`src/rtl/xcvr_pkg.sv`:
```
package xcvr_pkg;
  typedef enum logic {
    CTL_DUAL   = 1'b0,
    CTL_SINGLE = 1'b1
  } ctl_style_e;
endpackage

```
`src/rtl/xcvr_rise.sv`:
```
// Turns a load strobe level into a one-cycle capture pulse on its rising edge.
module xcvr_rise (
  input  logic clk,
  input  logic rst,
  input  logic lvl,
  output logic rise
);
  logic prev_q;

  always_ff @(posedge clk) begin
    if (rst) prev_q <= 1'b0;
    else     prev_q <= lvl;
  end

  assign rise = lvl & ~prev_q;

  // a capture pulse never lasts two cycles
  p_single_pulse_r3: assert property (@(posedge clk) disable iff (rst)
    rise |=> !rise);
endmodule

```
`src/rtl/xcvr_ctl.sv`:
```
// Output-enable decode; the parameter picks the control style.
module xcvr_ctl #(
  parameter xcvr_pkg::ctl_style_e STYLE = xcvr_pkg::CTL_DUAL
) (
  input  logic ab_en,
  input  logic ba_en_n,
  input  logic grp_en_n,
  input  logic dir_to_b,
  output logic drive_a,
  output logic drive_b
);
  generate
    if (STYLE == xcvr_pkg::CTL_DUAL) begin : g_dual
      logic unused_single;
      assign unused_single = grp_en_n ^ dir_to_b;
      assign drive_b = ab_en;
      assign drive_a = ~ba_en_n;
    end else begin : g_single
      logic unused_dual;
      assign unused_dual = ab_en ^ ba_en_n;
      assign drive_b = ~grp_en_n &  dir_to_b;
      assign drive_a = ~grp_en_n & ~dir_to_b;
      // the single style never drives both buses
      always_comb begin
        p_never_both_r6: assert (!(drive_a && drive_b));
      end
    end
  endgenerate
endmodule

```
`src/rtl/xcvr_lane.sv`:
```
// One bit lane: two storage flops plus the per-direction source muxes.
module xcvr_lane (
  input  logic clk,
  input  logic rst,
  input  logic a_in,
  input  logic b_in,
  input  logic drive_a,
  input  logic drive_b,
  input  logic a_from_store,
  input  logic b_from_store,
  input  logic cap_a,
  input  logic cap_b,
  output logic a_out,
  output logic b_out,
  output logic a_q,
  output logic b_q
);
  logic a_pin, b_pin;

  // Live paths take the opposite external input, which keeps
  // the both-driving case free of a combinational loop.
  assign b_out = b_from_store ? a_q : a_in;
  assign a_out = a_from_store ? b_q : b_in;

  // What each register sees on its own pins.
  assign a_pin = drive_a ? a_out : a_in;
  assign b_pin = drive_b ? b_out : b_in;

  always_ff @(posedge clk) begin
    if (rst) begin
      a_q <= 1'b0;
      b_q <= 1'b0;
    end else begin
      if (cap_a) a_q <= a_pin;
      if (cap_b) b_q <= b_pin;
    end
  end

  // a capture stores the pin value seen at that edge
  p_cap_a_r2: assert property (@(posedge clk) disable iff (rst)
    cap_a |=> a_q == $past(a_pin));
  p_cap_b_r7: assert property (@(posedge clk) disable iff (rst)
    cap_b |=> b_q == $past(b_pin));
  // without a capture the register holds
  p_hold_a_r3: assert property (@(posedge clk) disable iff (rst)
    !cap_a |=> $stable(a_q));
endmodule

```
`src/rtl/regbus_xcvr.sv`:
```
module regbus_xcvr #(
  parameter int WIDTH = 8,
  parameter xcvr_pkg::ctl_style_e STYLE = xcvr_pkg::CTL_DUAL
) (
  input  logic             clk,
  input  logic             rst,
  input  logic [WIDTH-1:0] a_in,
  output logic [WIDTH-1:0] a_out,
  output logic [WIDTH-1:0] a_oe,
  input  logic [WIDTH-1:0] b_in,
  output logic [WIDTH-1:0] b_out,
  output logic [WIDTH-1:0] b_oe,
  input  logic             ab_en,
  input  logic             ba_en_n,
  input  logic             grp_en_n,
  input  logic             dir_to_b,
  input  logic             b_from_store,
  input  logic             a_from_store,
  input  logic             a_load,
  input  logic             b_load
);
  logic drive_a, drive_b;
  logic cap_a, cap_b;
  logic [WIDTH-1:0] a_store, b_store;

  xcvr_ctl #(.STYLE(STYLE)) u_ctl (
    .ab_en(ab_en), .ba_en_n(ba_en_n), .grp_en_n(grp_en_n),
    .dir_to_b(dir_to_b), .drive_a(drive_a), .drive_b(drive_b)
  );

  xcvr_rise u_rise_a (.clk(clk), .rst(rst), .lvl(a_load), .rise(cap_a));
  xcvr_rise u_rise_b (.clk(clk), .rst(rst), .lvl(b_load), .rise(cap_b));

  assign a_oe = {WIDTH{drive_a}};
  assign b_oe = {WIDTH{drive_b}};

  for (genvar i = 0; i < WIDTH; i++) begin : g_lane
    xcvr_lane u_lane (
      .clk(clk), .rst(rst),
      .a_in(a_in[i]), .b_in(b_in[i]),
      .drive_a(drive_a), .drive_b(drive_b),
      .a_from_store(a_from_store), .b_from_store(b_from_store),
      .cap_a(cap_a), .cap_b(cap_b),
      .a_out(a_out[i]), .b_out(b_out[i]),
      .a_q(a_store[i]), .b_q(b_store[i])
    );
  end

  // reset clears both register banks
  p_clear_r1: assert property (@(posedge clk)
    rst |=> (a_store == '0 && b_store == '0));
  // equal live and stored data leave the A output unaffected by its select
  p_no_glitch_r10: assert property (@(posedge clk) disable iff (rst)
    (b_in == b_store) |-> (a_out == b_in));
  // same-cycle stored transfer hands B the old A contents
  p_stagger_r8: assert property (@(posedge clk) disable iff (rst)
    (cap_a && cap_b && drive_b && b_from_store) |=> b_store == $past(a_store));
  // both driving with live selects takes external inputs
  p_live_both_r9: assert property (@(posedge clk) disable iff (rst)
    (drive_a && drive_b && !a_from_store && !b_from_store)
      |-> (a_out == b_in && b_out == a_in));
endmodule

```
`config.mk`:
```
export PLATFORM = sky130hd
export DESIGN_NAME = regbus_xcvr
export DESIGN_NICKNAME = d
export VERILOG_FILES = /design/src/rtl/xcvr_pkg.sv /design/src/rtl/xcvr_rise.sv /design/src/rtl/xcvr_ctl.sv /design/src/rtl/xcvr_lane.sv /design/src/rtl/regbus_xcvr.sv
export SDC_FILE = /design/constraint.sdc
export NUM_CORES = 1
export LEC_CHECK = 0
export BUFFER_PORTS_ARGS = -buffer_cell sky130_fd_sc_hd__buf_4
export CAP_MARGIN = 40
export CORE_MARGIN = 5
export CORE_UTILIZATION = 50
export DETAILED_ROUTE_END_ITERATION = 7
export PLACE_DENSITY = 0.88
export SLEW_MARGIN = 20
export SYNTH_ARGS = -nofsm -noshare
export SYNTH_HDL_FRONTEND = slang
export SYNTH_SLANG_ARGS = --single-unit
```
`constraint.sdc`:
```
create_clock -name clk -period 2.4 [get_ports clk]
set_input_delay 0.12 -clock clk [delete_from_list [all_inputs] [get_ports clk]]
set_output_delay 0.12 -clock clk [all_outputs]
set_load 0.02 [all_outputs]
```
==> impl_metrics.py <==
metrics = {
    "run_status": {
        "run_status": "completed",
    },
    "placed_design": {
        "dp.final_hpwl_um": 2250,
        "numPortBuffers": 55,
        "routabilityCongestion": 0.795,
    },
    "pwr": {
        "internal_power_uw": 493,
        "p_sw_frac": 0.316,
        "p_per_area_mw_per_mm2": 496,
        "power_switching_uw": 228,
        "p_seq_frac": 0.453,
        "vdd_drop_max_mv": 0.372,
        "clock_power_share": 0.197,
        "power_frac_comb": 0.351,
        "leakage_nw": 0.719,
    },
    "yosys": {
        "yosysTopAreaCell": "dfxtp_1",
        "syn_nets": 181,
        "ys_warn_count": 0,
        "syn_inst": 155,
        "synth_top_area_share": 0.278,
        "synth_top_flop_cell": "dfxtp_1",
        "avgSynthCellArea_um2": 8.35,
        "synth_seq_area_share": 0.278,
        "synth.most_common_cell": "buf_4",
        "synth_edf_count": 0,
        "synth_cell_type_count": 18,
        "synth_area_leaders": "dfxtp_1 (28%), buf_4 (20%), mux2_4 (9.3%), mux2i_1 (6.2%), a21oi_1 (5.8%)",
        "synth.cells.most_frequent": "buf_4 (34), dfxtp_1 (18), nand2_1 (16)",
        "synth_area_mm2": 0.00129,
        "ys_ff_latch": 18,
        "async_reset_ff_frac": 0,
    },
    "floorplanning": {
        "die_area_mm2": 0.00371,
        "start_util": 0.523,
        "core_mm2": 0.00248,
        "dieWidth_um": 60.9,
        "rows": 18,
        "die_h_um": 60.9,
        "num_io_pins": 58,
    },
    "route": {
        "via_per_inst": 5.13,
        "post_drt_wl_per_cell_um": 14.1,
        "wl_um": 2820,
        "drc": 0,
        "drt_iter0_markers": 29,
        "first_pass_iters": 6,
        "vias": 1025,
        "drtAntennaViolNets": 0,
    },
    "setup_path": {
        "r2r-start": "u_rise_b.prev_q$_SDFF_PP0_",
        "end_kind": "flop",
        "critPathLaunchType": "flop",
        "worst-setup-path-type": "reg2reg",
        "critical_path_buf_inv_count": 0,
        "r2r-end": "g_lane[4].u_lane.b_q$_SDFFE_PP0P_",
        "critPathRequiredTime_ps": 2620,
        "rr_worst_depth": 3,
        "cpMaxStageDelayCell": "nand2b_1",
        "critPathTopFamily": "compound AO/OA/AOI/OAI gates",
        "rrSetupSlack_ps": 1150,
        "critPathMaxStageDelay_ps": 370,
        "cp_max_fo": 16,
        "cp.arrival_ps": 1470,
        "crit_chain": "nand2b_1 > a211o_1 > a21oi_1",
    },
    "clock_network": {
        "cts_resized": 0,
        "hold_buffers": 0,
        "clock-sinks": 18,
        "h-tree-depth": 1,
        "cts_tree": "done",
        "clockRootBuffer": "clkbuf_4",
        "clk_pin_slew_ps": 90,
        "worstSkewPairLatency_ps": 290,
        "postCtsSetupRepairBufs": 0,
        "clock_path_buffers": 2,
        "numCtsBuffers": 3,
    },
    "timing": {
        "fin_setup_tns_ps": 0,
        "max_freq_mhz": 803,
        "hold_slack_ps": 58.5,
        "timing.final.crit_period_ps": 1250,
        "fin_skew_ps": 3.01,
        "final-hold-violation-count": 0,
        "finalSetupViolCount": 0,
        "period_share": 0.519,
        "drv_slew": 0,
        "timing.max_slew.rel_slack": 0.582,
        "worst_pin_slew_ps": 625,
        "rsz0062_at_grt": "no",
    },
    "cells_and_area": {
        "insertedDiodeCount": 0,
        "drive_gt1_frac": 0.400,
        "finalNetCount": 198,
        "areaGrowthSynthToFinish_pct": 12.2,
    },
    "run": {
        "maxCapViolCount": 0,
    },
    "global_routing": {
        "grt_pass1_wl_um": 4400,
        "grt_start_max_net_pins": 25,
        "grt.total_usage": 0.157,
        "grt_pass1_vias": 955,
        "antenna_found_initial": 0,
        "grt-ovfl-total": 0,
    },
    "worst_hold_path": {
        "hold_path.class": "in2reg",
        "min_from": "a_load",
        "hold_depth": 2,
        "hold_path_end": "u_rise_a.prev_q$_SDFF_PP0_",
    },
}
## worst max path at each step
stage,start,endpoint,depth (start not counted)
floorplan,u_rise_b.prev_q$_SDFF_PP0_,g_lane[0].u_lane.b_q$_SDFFE_PP0P_,5
finish,u_rise_b.prev_q$_SDFF_PP0_,g_lane[4].u_lane.b_q$_SDFFE_PP0P_,3
CTS,u_rise_b.prev_q$_SDFF_PP0_,g_lane[6].u_lane.b_q$_SDFFE_PP0P_,3
global route,u_rise_b.prev_q$_SDFF_PP0_,g_lane[5].u_lane.b_q$_SDFFE_PP0P_,3
detailed placement,u_rise_b.prev_q$_SDFF_PP0_,g_lane[6].u_lane.b_q$_SDFFE_PP0P_,3
global placement,u_rise_b.prev_q$_SDFF_PP0_,g_lane[3].u_lane.b_q$_SDFFE_PP0P_,3
## registers in the layout, summed over array words and instances, names as in the netlist
name and flops:
u_rise_b.prev_q 1, g_lane.u_lane.b_q 8, u_rise_a.prev_q 1, g_lane.u_lane.a_q 8
## cells by family after synthesis
logic type,Yosys count,synth area share
buffers and inverters,52,0.270
AO/OA/AOI/OAI,32,0.165
AND/OR/NAND/NOR,37,0.132
multiplexers,16,0.155
flip-flops,18,0.278
## metal layers
layer / share of wire / up-vias / global-route usage
met5: 0 / - / 0
met1: 0.40 / 478 / 0.197
met3: 0.080 / 2 / 0.0532
li1: - / 510 / -
met2: 0.52 / 35 / 0.258
met4: 0.0032 / 0 / 0.0402
## cell type report
cell class                      count  area, µm²
Multi-Input combinational cell     85        586
Tap cell                           30       37.5
Fill cell                         220       1020
Sequential cell                    18        360
Clock buffer                        3       22.5
Inverter                            9       33.8
Timing Repair Buffer               55        413
## worst reg2reg max path, stage by stage, from the launching register on
cell,delay (ps)
dfxtp_1,300
nand2b_1,370
a211o_1,370
a21oi_1,140
## power groups by stage
| stage | combinational (mW) | clock (mW) | sequential, mW |
|---|---|---|---|
| 3_5_place_dp | 0.253 | 0 | 0.333 |
| 3_3_place_gp | 0.246 | 0 | 0.332 |
| 2_1_floorplan | 0.205 | 0 | 0.331 |
| 4_1_cts | 0.254 | 0.147 | 0.326 |
| 6_report | 0.253 | 0.142 | 0.326 |
| 5_1_grt | 0.271 | 0.164 | 0.329 |
## placed cells by master (no fill, tap or decap)
cell type / Yosys / routed
a211o_1: 8 / 8
a21oi_2: 1 / 1
buf_4: 34 / 55
inv_1: 8 / 8
inv_2: 1 / 1
a21oi_1: 15 / 15
mux2_4: 8 / 8
clkbuf_4: 0 / 3
nand2b_1: 10 / 10
mux2i_1: 8 / 8
nor2_1: 8 / 8
nor2b_1: 3 / 3
dfxtp_1: 18 / 18
o211ai_1: 8 / 8
nand2_1: 16 / 16
## through the flow
step	utilization	power, mW	cell area [µm²]	instances	setup slack (ps)
3_5_place_dp	0.577	0.587	1430	197	1150
5_1_grt	0.586	0.764	1450	200	1060
6_report	0.586	0.721	1450	200	1150
2_1_floorplan	-	0.536	1290	155	1350
4_1_cts	0.586	0.728	1450	200	1140
3_3_place_gp	0.577	0.579	1430	197	1200
Note: power is estimated with default switching activity, not from simulation.
